$ cat config.mk
export PLATFORM = sky130hd
export DESIGN_NAME = msix_shadow_ctrl
export DESIGN_NICKNAME = d
export VERILOG_FILES = /design/src/rtl/msix_pkg.sv /design/src/rtl/msix_vec_table.sv /design/src/rtl/msix_pend_arb.sv /design/src/rtl/msix_msg_slot.sv /design/src/rtl/msix_shadow_ctrl.sv
export SDC_FILE = /design/constraint.sdc
export NUM_CORES = 1
export LEC_CHECK = 0
export BUFFER_PORTS_ARGS = -buffer_cell sky130_fd_sc_hd__buf_2
export CAP_MARGIN = 30
export CORE_UTILIZATION = 60
export CTS_CLUSTER_DIAMETER = 80
export DETAILED_ROUTE_END_ITERATION = 10
export HOLD_SLACK_MARGIN = 0.06
export PLACE_DENSITY = 0.78
export SETUP_SLACK_MARGIN = 0.05
export SYNTH_ARGS = -nofsm -noshare
export SYNTH_HDL_FRONTEND = slang
export SYNTH_SLANG_ARGS = --single-unit
$ cat constraint.sdc
create_clock -name clk -period 2.3 [get_ports clk]
set_clock_uncertainty 0.05 [all_clocks]
set_input_delay 0 -clock clk [delete_from_list [all_inputs] [get_ports clk]]
set_output_delay 0 -clock clk [all_outputs]
set_load 0.05 [all_outputs]
$ cat src/rtl/msix_pkg.sv
package msix_pkg;
    // One vector's message content as stored in the table or the shadow set.
    typedef struct packed {
        logic [31:0] hi;
        logic [31:0] lo;
        logic [31:0] data;
    } msg_t;

    // Field selector: low two bits of the word index.
    typedef enum logic [1:0] {
        FLD_ADDR_LO = 2'd0,
        FLD_ADDR_HI = 2'd1,
        FLD_DATA    = 2'd2,
        FLD_CTRL    = 2'd3
    } fld_e;

    localparam int unsigned WORDS_PER_VEC = 4;
endpackage

$ cat src/rtl/msix_vec_table.sv
module msix_vec_table
    import msix_pkg::*;
#(
    parameter int NV = 4,
    parameter int AW = 5
) (
    input  logic                   clk,
    input  logic                   rst_n,
    input  logic                   we,
    input  logic [AW-1:0]          addr,
    input  logic [31:0]            wdata,
    input  logic [NV-1:0]          pend,
    output logic [31:0]            rdata,
    output logic [NV-1:0]          mask_q,
    output msg_t [NV-1:0]          shd_q
);
    localparam int EW = AW - 2;

    typedef struct packed {
        msg_t [NV-1:0]  tbl;
        msg_t [NV-1:0]  shd;
        logic [NV-1:0]  mask;
    } tbl_st_t;

    tbl_st_t st_q, st_d;
    logic [EW-1:0] ent;
    fld_e          fld;

    assign ent = addr[AW-1:2];
    assign fld = fld_e'(addr[1:0]);

    // Next-state: table writes and shadow capture on a 1->0 mask edge.
    always_comb begin
        st_d = st_q;
        if (we) begin
            for (int i = 0; i < NV; i++) begin
                if (int'(ent) == i) begin
                    case (fld)
                        FLD_ADDR_LO: st_d.tbl[i].lo   = wdata;
                        FLD_ADDR_HI: st_d.tbl[i].hi   = wdata;
                        FLD_DATA:    st_d.tbl[i].data = wdata;
                        default: begin
                            if (st_q.mask[i] && !wdata[0])
                                st_d.shd[i] = st_q.tbl[i];
                            st_d.mask[i] = wdata[0];
                        end
                    endcase
                end
            end
        end
    end

    // Read path: table words, then the pending word, everything else zero.
    always_comb begin
        rdata = '0;
        for (int i = 0; i < NV; i++) begin
            if (int'(ent) == i) begin
                case (fld)
                    FLD_ADDR_LO: rdata = st_q.tbl[i].lo;
                    FLD_ADDR_HI: rdata = st_q.tbl[i].hi;
                    FLD_DATA:    rdata = st_q.tbl[i].data;
                    default:     rdata = {31'd0, st_q.mask[i]};
                endcase
            end
        end
        if (int'(ent) == NV && fld == FLD_ADDR_LO)
            rdata = 32'(pend);
    end

    always_ff @(posedge clk or negedge rst_n) begin
        if (!rst_n) begin
            st_q      <= '0;
            st_q.mask <= '1;
        end else begin
            st_q <= st_d;
        end
    end

    assign mask_q = st_q.mask;
    assign shd_q  = st_q.shd;

    for (genvar g = 0; g < NV; g++) begin : g_chk
        // an unmask edge captures the pre-write table contents.
        assert_capture_R4: assert property (@(posedge clk) disable iff (!rst_n)
            (we && int'(ent) == g && fld == FLD_CTRL && mask_q[g] && !wdata[0])
            |=> (shd_q[g] == $past(st_q.tbl[g])));
        // without an unmask edge the shadow set holds.
        assert_shadow_hold_R10: assert property (@(posedge clk) disable iff (!rst_n)
            !(we && int'(ent) == g && fld == FLD_CTRL && mask_q[g])
            |=> $stable(shd_q[g]));
    end
endmodule

$ cat src/rtl/msix_pend_arb.sv
module msix_pend_arb #(
    parameter int NV = 4,
    parameter int IW = (NV > 1) ? $clog2(NV) : 1
) (
    input  logic          clk,
    input  logic          rst_n,
    input  logic [NV-1:0] irq,
    input  logic [NV-1:0] mask,
    input  logic          slot_free,
    output logic [NV-1:0] pend_q,
    output logic          grant_any,
    output logic [IW-1:0] grant_idx,
    output logic [NV-1:0] grant_vec
);
    logic [NV-1:0] pend_d;
    logic [NV-1:0] ready_v;

    always_comb begin
        ready_v   = pend_q & ~mask;
        grant_idx = '0;
        // Scan downward so the lowest ready index wins.
        for (int i = NV - 1; i >= 0; i--) begin
            if (ready_v[i]) grant_idx = IW'(i);
        end
        grant_any = slot_free && (|ready_v);
        grant_vec = grant_any ? (NV'(1) << grant_idx) : '0;
        pend_d    = (pend_q & ~grant_vec) | irq;
    end

    always_ff @(posedge clk or negedge rst_n) begin
        if (!rst_n) pend_q <= '0;
        else        pend_q <= pend_d;
    end

    // at most one vector is served per slot.
    assert_one_grant_R8: assert property (@(posedge clk) disable iff (!rst_n)
        $onehot0(grant_vec));

    for (genvar g = 0; g < NV; g++) begin : g_clr
        // a served vector's pending bit clears unless re-requested.
        assert_pend_clear_R7: assert property (@(posedge clk) disable iff (!rst_n)
            (grant_vec[g] && !irq[g]) |=> !pend_q[g]);
        // a request always leaves the pending bit set.
        assert_pend_set_R7: assert property (@(posedge clk) disable iff (!rst_n)
            irq[g] |=> pend_q[g]);
    end
endmodule

$ cat src/rtl/msix_msg_slot.sv
module msix_msg_slot
    import msix_pkg::*;
(
    input  logic clk,
    input  logic rst_n,
    input  logic load,
    input  msg_t load_msg,
    input  logic ready,
    output logic valid,
    output msg_t msg,
    output logic free
);
    typedef struct packed {
        logic v;
        msg_t m;
    } slot_st_t;

    slot_st_t st_q, st_d;

    always_comb begin
        free = !st_q.v || ready;
        st_d = st_q;
        if (load) begin
            st_d.v = 1'b1;
            st_d.m = load_msg;
        end else if (ready) begin
            st_d.v = 1'b0;
        end
    end

    always_ff @(posedge clk or negedge rst_n) begin
        if (!rst_n) st_q <= '0;
        else        st_q <= st_d;
    end

    assign valid = st_q.v;
    assign msg   = st_q.m;

    // a stalled message holds still.
    assert_hold_R9: assert property (@(posedge clk) disable iff (!rst_n)
        (valid && !ready) |=> (valid && $stable(msg)));
    // nothing is loaded over an unaccepted message.
    assert_no_overwrite_R9: assert property (@(posedge clk) disable iff (!rst_n)
        load |-> free);
endmodule

$ cat src/rtl/msix_shadow_ctrl.sv
module msix_shadow_ctrl
    import msix_pkg::*;
#(
    parameter int NUM_VEC = 4,
    parameter int AW = $clog2(WORDS_PER_VEC * NUM_VEC + 1)
) (
    input  logic               clk,
    input  logic               rst_n,
    input  logic               reg_we,
    input  logic [AW-1:0]      reg_addr,
    input  logic [31:0]        reg_wdata,
    output logic [31:0]        reg_rdata,
    input  logic [NUM_VEC-1:0] irq_req,
    output logic               msg_valid,
    input  logic               msg_ready,
    output logic [63:0]        msg_addr,
    output logic [31:0]        msg_data
);
    localparam int IW = (NUM_VEC > 1) ? $clog2(NUM_VEC) : 1;

    logic [NUM_VEC-1:0] mask_q;
    logic [NUM_VEC-1:0] pend_q;
    msg_t [NUM_VEC-1:0] shd_q;
    logic               slot_free;
    logic               grant_any;
    logic [IW-1:0]      grant_idx;
    logic [NUM_VEC-1:0] grant_vec;
    msg_t               sel_msg;
    msg_t               out_msg;

    msix_vec_table #(.NV(NUM_VEC), .AW(AW)) i_table (
        .clk    (clk),
        .rst_n  (rst_n),
        .we     (reg_we),
        .addr   (reg_addr),
        .wdata  (reg_wdata),
        .pend   (pend_q),
        .rdata  (reg_rdata),
        .mask_q (mask_q),
        .shd_q  (shd_q)
    );

    msix_pend_arb #(.NV(NUM_VEC), .IW(IW)) i_arb (
        .clk       (clk),
        .rst_n     (rst_n),
        .irq       (irq_req),
        .mask      (mask_q),
        .slot_free (slot_free),
        .pend_q    (pend_q),
        .grant_any (grant_any),
        .grant_idx (grant_idx),
        .grant_vec (grant_vec)
    );

    assign sel_msg = shd_q[grant_idx];

    msix_msg_slot i_slot (
        .clk      (clk),
        .rst_n    (rst_n),
        .load     (grant_any),
        .load_msg (sel_msg),
        .ready    (msg_ready),
        .valid    (msg_valid),
        .msg      (out_msg),
        .free     (slot_free)
    );

    assign msg_addr = {out_msg.hi, out_msg.lo};
    assign msg_data = out_msg.data;

    // a load never picks a vector whose table mask is set.
    assert_no_masked_load_R3: assert property (@(posedge clk) disable iff (!rst_n)
        grant_any |-> ((grant_vec & mask_q) == '0));
    // a load only serves a vector that was pending.
    assert_load_pending_R3: assert property (@(posedge clk) disable iff (!rst_n)
        grant_any |-> ((grant_vec & ~pend_q) == '0));
endmodule

==> reports/metrics.cfg, run 1 <==
[timing]
finalCriticalPeriod_ns=2.34
finalSetupViolCount=1
fin_crit_sh_pct=102
maxSlewViolCount=0
worstMarginPinSlew_ns=0.731
slew_headroom_pct=51.3
finalHoldViolations=0
fin_tns_setup_ns=-0.0358
fmax_mhz=428
rsz0062_at_grt=true
worst_slack_ns=-0.0358

[critical_path]
crit-reg2reg-launch=i_table.mask_q[3]
crit_start=i_table.st_q[580]
ff2ff_path_depth=5
path_cells=mux4_2 > nand2b_4 > o211ai_1 > o211ai_1 > buf_4 > buf_8
crit_top_cell=o211ai_1
crit_end=reg_rdata[0]
cp.buffers_inverters=2
cp_slowest_cell=mux4_2
path_class=reg2out
slowest_delay_ns=0.48
crit_fanout=2
arrival_ns=2.29
crit_cells=6
r2r_slack_ns=0.15
r2r-end=i_slot.msg[16]
cp.required_ns=2.25
crit_path_end_kind=output port
cp-start-kind=flip-flop
crit_family=multiplexers

[clocking]
cts_max_level=3
cts_tree=done
path_clk_slew_ns=0.06
clk_latency_ns=0.65
cts.sinks=873
cts_root_buf=clkbuf_16
cts_max_path_buffers=3
cts_buffers=88

[cells_and_area]
final_common_cell=dfrtp_1
final_cells=3912
layout_common_cells=869 x dfrtp_1, 792 x mux2_2, 147 x buf_2, 127 x o221ai_1, 112 x a21oi_1
fin_util_pct=71.3
layout.nets=3045
areaGrowthSynthToFinish_pct=17.0
drive_above_1_share_pct=43.4

[yosys]
syn_avg_cell_area_um2=13.4
synth.distinct_cells=49
synth_area_leader_cell=dfrtp_1
synth_edf_count=0
syn_area_mm2=0.0377
synth_top_area_share_pct=57.7
ys_seq_area_share_pct=57.9
ys.flop_type=dfrtp_1
async_reset_ff_share_pct=100
yosys-top-cells-area=dfrtp_1 58%, mux2_2 24%, o221ai_1 3.0%
syn_nets=2850
synth_warnings=0
ys_ff_latch=873
synthCells=2805

[job]
max_cap_violations=0

[drt]
firstDrtPassIters=6
num_vias=26500
wirelength_um=112000
first_iter_violations=2559
wl_per_cell_um=28.7
drc=0
via_per_inst=6.77
ant_nets=0

[global_routing]
antenna_found_initial=6
grtUsageTotal_pct=35.8
grt.overflow.total=0
grt_max_degree=99
grt_pass1_wl_um=171000
grt_pass1_vias=27900

[place]
portBuffers=173
gp_congestion=0.892
dp_cells=3698
dp_hpwl_um=67700

[floorplan]
dieArea_mm2=0.0639
pin_count=174
die_x_um=253
core_region_area_mm2=0.0619
initial_core_util_pct=60.9
rows=91
die_h_um=253

[hold_path]
hp-class=in2reg

[run_status]
violations=negative setup slack
status=finished, violations left

[power_and_ir_drop]
p_leak_nw=20.7
ir_drop_mv=0.780
powerDensity_mw_per_mm2=916

cell families (layout without fill, tap and decap cells):
kind of cell           after synthesis  after routing  synth area share [%]
AO/OA/AOI/OAI                      511            511                  9.56
other                                0              2                     0
multiplexers                       871            871                  26.0
buffers and inverters              284            552                  3.48
AND/OR/NAND/NOR                    266            266                  3.01
flip-flops                         873            873                  57.9
registers in the layout, summed over array words and instances, names as in the netlist:
name / count
i_table.st_q: 384
i_slot.valid: 1
i_table.shd_q: 384
i_table.mask_q: 4
i_arb.pend_q: 4
i_slot.msg: 96
power by group:
part,total [W],switching [W],internal [W]
combinational,0.00700,0.00432,0.00269
sequential,0.0187,0.00150,0.0172
clock,0.0147,0.00612,0.00862
total,0.0404,0.0119,0.0285
timing repair:
action,CTS,global route
hold endpoints to repair,1326,0
buffers inserted,4,1
pin swaps,2,11
hold buffers,46,0
gates cloned,0,0
endpoints found under the setup margin,7,24
gates resized for setup,16,61
per-layer routing:
layer  vias up  wire length (µm)  global-route usage, %
li1      10800                 -                      -
met1     13800             43300                   47.0
met2      1513             52700                   56.4
met3       395             10800                   8.56
met4         8              5410                   16.9
met5         -                50                      0
cell usage after synthesis, drive strengths merged, types with 34 or more instances:
cell type    n
a21oi      126
a221oi      34
a31oi       97
buf        135
clkbuf     112
dfrtp      869
inv         37
mux2       830
mux2i       37
nand2      104
nor2       117
o21ai       34
o221ai     129
through the flow:
step	area [µm²]	hold slack, ns	worst slack [ns]	total power (W)
2_1_floorplan	37900	-0.346	-0.385	0.0228
3_5_place_dp	40300	-0.0176	0.203	0.0256
4_1_cts	43900	0.0761	0.00232	0.0403
6_report	44100	0.114	-0.0358	0.0404
3_3_place_gp	40300	-0.0108	0.292	0.0252
5_1_grt	44100	0.0996	-0.0675	0.0416
how the worst min path moves through the flow:
stage | from | to | depth (start not counted)
floorplan | rst_n | i_arb.pend_q[0] | 0
global placement | rst_n | i_table.shd_q[123] | 1
detailed placement | rst_n | i_table.st_q[510] | 1
CTS | irq_req[3] | i_arb.pend_q[3] | 3
global route | irq_req[3] | i_arb.pend_q[3] | 3
finish | irq_req[1] | i_arb.pend_q[1] | 3
worst min-delay path, cell delays in order:
cell,delay [ns]
dlygate4sd3_1,0.51
buf_2,0.16
a21o_1,0.10
final cells by class:
cell class | instances | area, µm²
tap | 837 | 1050
multi-input combinational | 1648 | 15100
sequential | 873 | 21900
antenna | 2 | 5.00
fill | 4015 | 17800
timing repair buffer | 352 | 2980
inverter | 37 | 139
clock inverter | 30 | 365
clock buffer | 133 | 2630
No activity file was read; power rests on OpenSTA's default activity.
==> run 2, diff against run 1 <==
CORE_UTILIZATION = 56   (was 60)
PLACE_DENSITY = 0.77   (was 0.78)
clock period = 2.1 ns   (was 2.3 ns; I/O delays follow)
==> run 2 against run 1 <==
The flow still finishes with violations (negative setup slack); routed wire length up 4.2%; sequential power up 9.6%; die area up 7.1%; global-route usage down 1.8 points; critical path depth unchanged; register-to-register slack worse by 0.14 ns; utilization down 2.5 points; worst setup slack worse by 0.15 ns; via count up 1.8%; non-clock buffer count up 86; hold slack worse by 0.0079 ns; critical path type unchanged; largest power group unchanged.
==> reports/metrics.cfg, run 2 (same netlist as run 1, synthesis figures left out) <==
[cells_and_area]
regArea_mm2=0.0219  ; unchanged
drive_above_1_share_pct=46.3  ; was 43.4%
areaGrowthSynthToFinish_pct=20.7  ; was 17.0%
layout_common_cells=869 x dfrtp_1, 775 x mux2_2, 164 x buf_4, 137 x buf_2, 120 x o221ai_1  ; was 869 x dfrtp_1, 792 x mux2_2, 147 x buf_2, 127 x o221ai_1, 112 x a21oi_1
multiInputGateArea_mm2=0.0155  ; was 0.0151 mm²
final_cells=4021  ; was 3912
fill_cells=4195  ; was 4015
fin_util_pct=68.8  ; was 71.3%
final_common_cell=dfrtp_1  ; unchanged
layout.nets=3130  ; was 3045

[timing]
fin_crit_sh_pct=109
worst_slack_ns=-0.186  ; was -0.0358 ns
finalSetupViolCount=21  ; was 1
holdWs_ns=0.106  ; was 0.114 ns
fmax_mhz=437
maxSlewViolCount=0  ; unchanged
worstMarginPinSlew_ns=0.720  ; was 0.731 ns
slew_headroom_pct=52.0  ; was 51.3%
finalCriticalPeriod_ns=2.29
rsz0062_at_grt=true  ; unchanged
finalHoldViolations=0  ; unchanged

[clocking]
cts_buffers=87  ; was 88
cts_max_level=3  ; unchanged
cts_root_buf=clkbuf_16  ; unchanged
cts.sinks=873  ; unchanged
path_clk_slew_ns=0.06  ; about the same
cts_max_path_buffers=3  ; unchanged
clk_latency_ns=0.66  ; was 0.65 ns
cts_tree=done  ; unchanged

[drt]
drc=0  ; unchanged
ant_nets=0  ; unchanged
num_vias=27000  ; was 26500
first_iter_violations=2761  ; was 2559
wl_per_cell_um=29.1  ; was 28.7 µm
via_per_inst=6.70  ; was 6.77
firstDrtPassIters=5  ; was 6
wirelength_um=117000  ; was 112000 µm

[place]
portBuffers=173  ; unchanged
preCtsSetupSlack_ns=0.0790  ; was 0.203 ns
dp_cells=3750  ; was 3698
dp_hpwl_um=69200  ; was 67700 µm
gp_congestion=0.893  ; was 0.892

[floorplan]
core_region_area_mm2=0.0662  ; was 0.0619 mm²
initial_core_util_pct=57.0  ; was 60.9%
die_h_um=262  ; was 253 µm
pin_count=174  ; unchanged
dieArea_mm2=0.0684  ; was 0.0639 mm²
rows=94  ; was 91
die_x_um=262  ; was 253 µm

[critical_path]
crit_fanout=2  ; unchanged
crit_path_end_kind=output port  ; unchanged
cp-start-kind=flip-flop  ; unchanged
path_class=reg2out  ; unchanged
cp.required_ns=2.05  ; was 2.25 ns
arrival_ns=2.24  ; was 2.29 ns

[run_status]
status=finished, violations left  ; unchanged
violations=negative setup slack  ; unchanged

[global_routing]
grtUsageTotal_pct=34.0  ; was 35.8%
grt_pass1_wl_um=174000  ; was 171000 µm
grt_max_degree=117  ; was 99
antenna_found_initial=7  ; was 6
grt.overflow.total=0  ; unchanged
grt_pass1_vias=28900  ; was 27900

[power_and_ir_drop]
ir_drop_mv=0.783  ; was 0.780 mV
clkPwrFrac_pct=35.9  ; was 36.4%
combinationalPowerShare_pct=19.1  ; was 17.3%
sw_frac_of_total_pct=29.5  ; about the same
powerDensity_mw_per_mm2=998  ; was 916 mW/mm²
p_sw_w=0.0134  ; was 0.0119 W
p_leak_nw=21.3  ; was 20.7 nW
intPower_w=0.0320  ; was 0.0285 W
seqPwrFrac_pct=45.1  ; was 46.2%

[hold_path]
hp-class=in2reg  ; unchanged

[job]
max_cap_violations=0  ; unchanged

## run 2: cell types whose count changed in the layout (fill, tap and decap cells not counted), sizes merged
cell          delta
inv              -3
clkinvlp         -2
dlygate4sd3      +2
clkbuf           -7
buf             +82
clkinv           +7
dlymetal6s4s     +1
bufinv           +2
## run 2: critical path, stage by stage (launching register included)
cell,delay (ns)
dfrtp_1,0.39
mux4_2,0.48
nand2b_4,0.16
o211ai_1,0.09
o211ai_1,0.13
buf_4,0.18
buf_8,0.15
## run 2: cell type report
| type | instances | area share, % |
|---|---|---|
| inverter | 37 | 0.305 |
| multi-input combinational | 1648 | 34.0 |
| tap | 864 | 2.37 |
| clock inverter | 34 | 0.910 |
| antenna | 2 | 0.0110 |
| clock buffer | 125 | 5.72 |
| timing repair buffer | 438 | 8.73 |
| sequential | 873 | 48.0 |
## run 2: worst paths after layout
path,start,endpoint,slack [ns],cells after the start
hold / removal,irq_req[3],i_arb.pend_q[3],0.11,3
hold reg to reg,i_table.shd_q[331],i_table.shd_q[331],0.44,1
min in group asynchronous,rst_n,i_slot.msg[59],0.30,3
max in group asynchronous,rst_n,i_table.shd_q[133],0.66,5
setup / recovery,i_table.st_q[580],reg_rdata[0],-0.19,6
setup reg to reg,i_slot.valid,i_arb.pend_q[0],0.01,5
## run 2: power groups by stage
stage               clock network, W  registers [W]  logic [W]
floorplan                          0         0.0210    0.00401
global placement                   0         0.0206    0.00725
detailed placement                 0         0.0207    0.00747
CTS                           0.0164         0.0204    0.00824
global route                  0.0171         0.0207    0.00906
finish                        0.0163         0.0205    0.00867
## run 2: repair_timing
action	4_1_cts	5_1_grt
hold buffers	49	0
gates cloned	0	4
endpoints found under the setup margin	39	65
pin swaps	38	4
resized for setup	128	32
setup buffers	54	9
endpoints found under the hold margin	1348	0
## run 2: per-stage QoR
step	instance area, µm²	total power [W]	TNS, ns
floorplan	37900	0.0250	-0.585
global placement	40700	0.0278	0
detailed placement	40700	0.0282	0
CTS	45200	0.0450	-1.07
global route	45500	0.0468	-2.05
finish	45500	0.0454	-1.03
## run 2: per-layer routing
layer / vias to the layer above / global-route usage [%] / wire length, µm
met5: - / 0 / 172
li1: 10900 / - / -
met2: 1582 / 55.0 / 55800
met1: 14000 / 43.4 / 43400
met4: 12 / 16.4 / 5770
met3: 396 / 7.82 / 11800
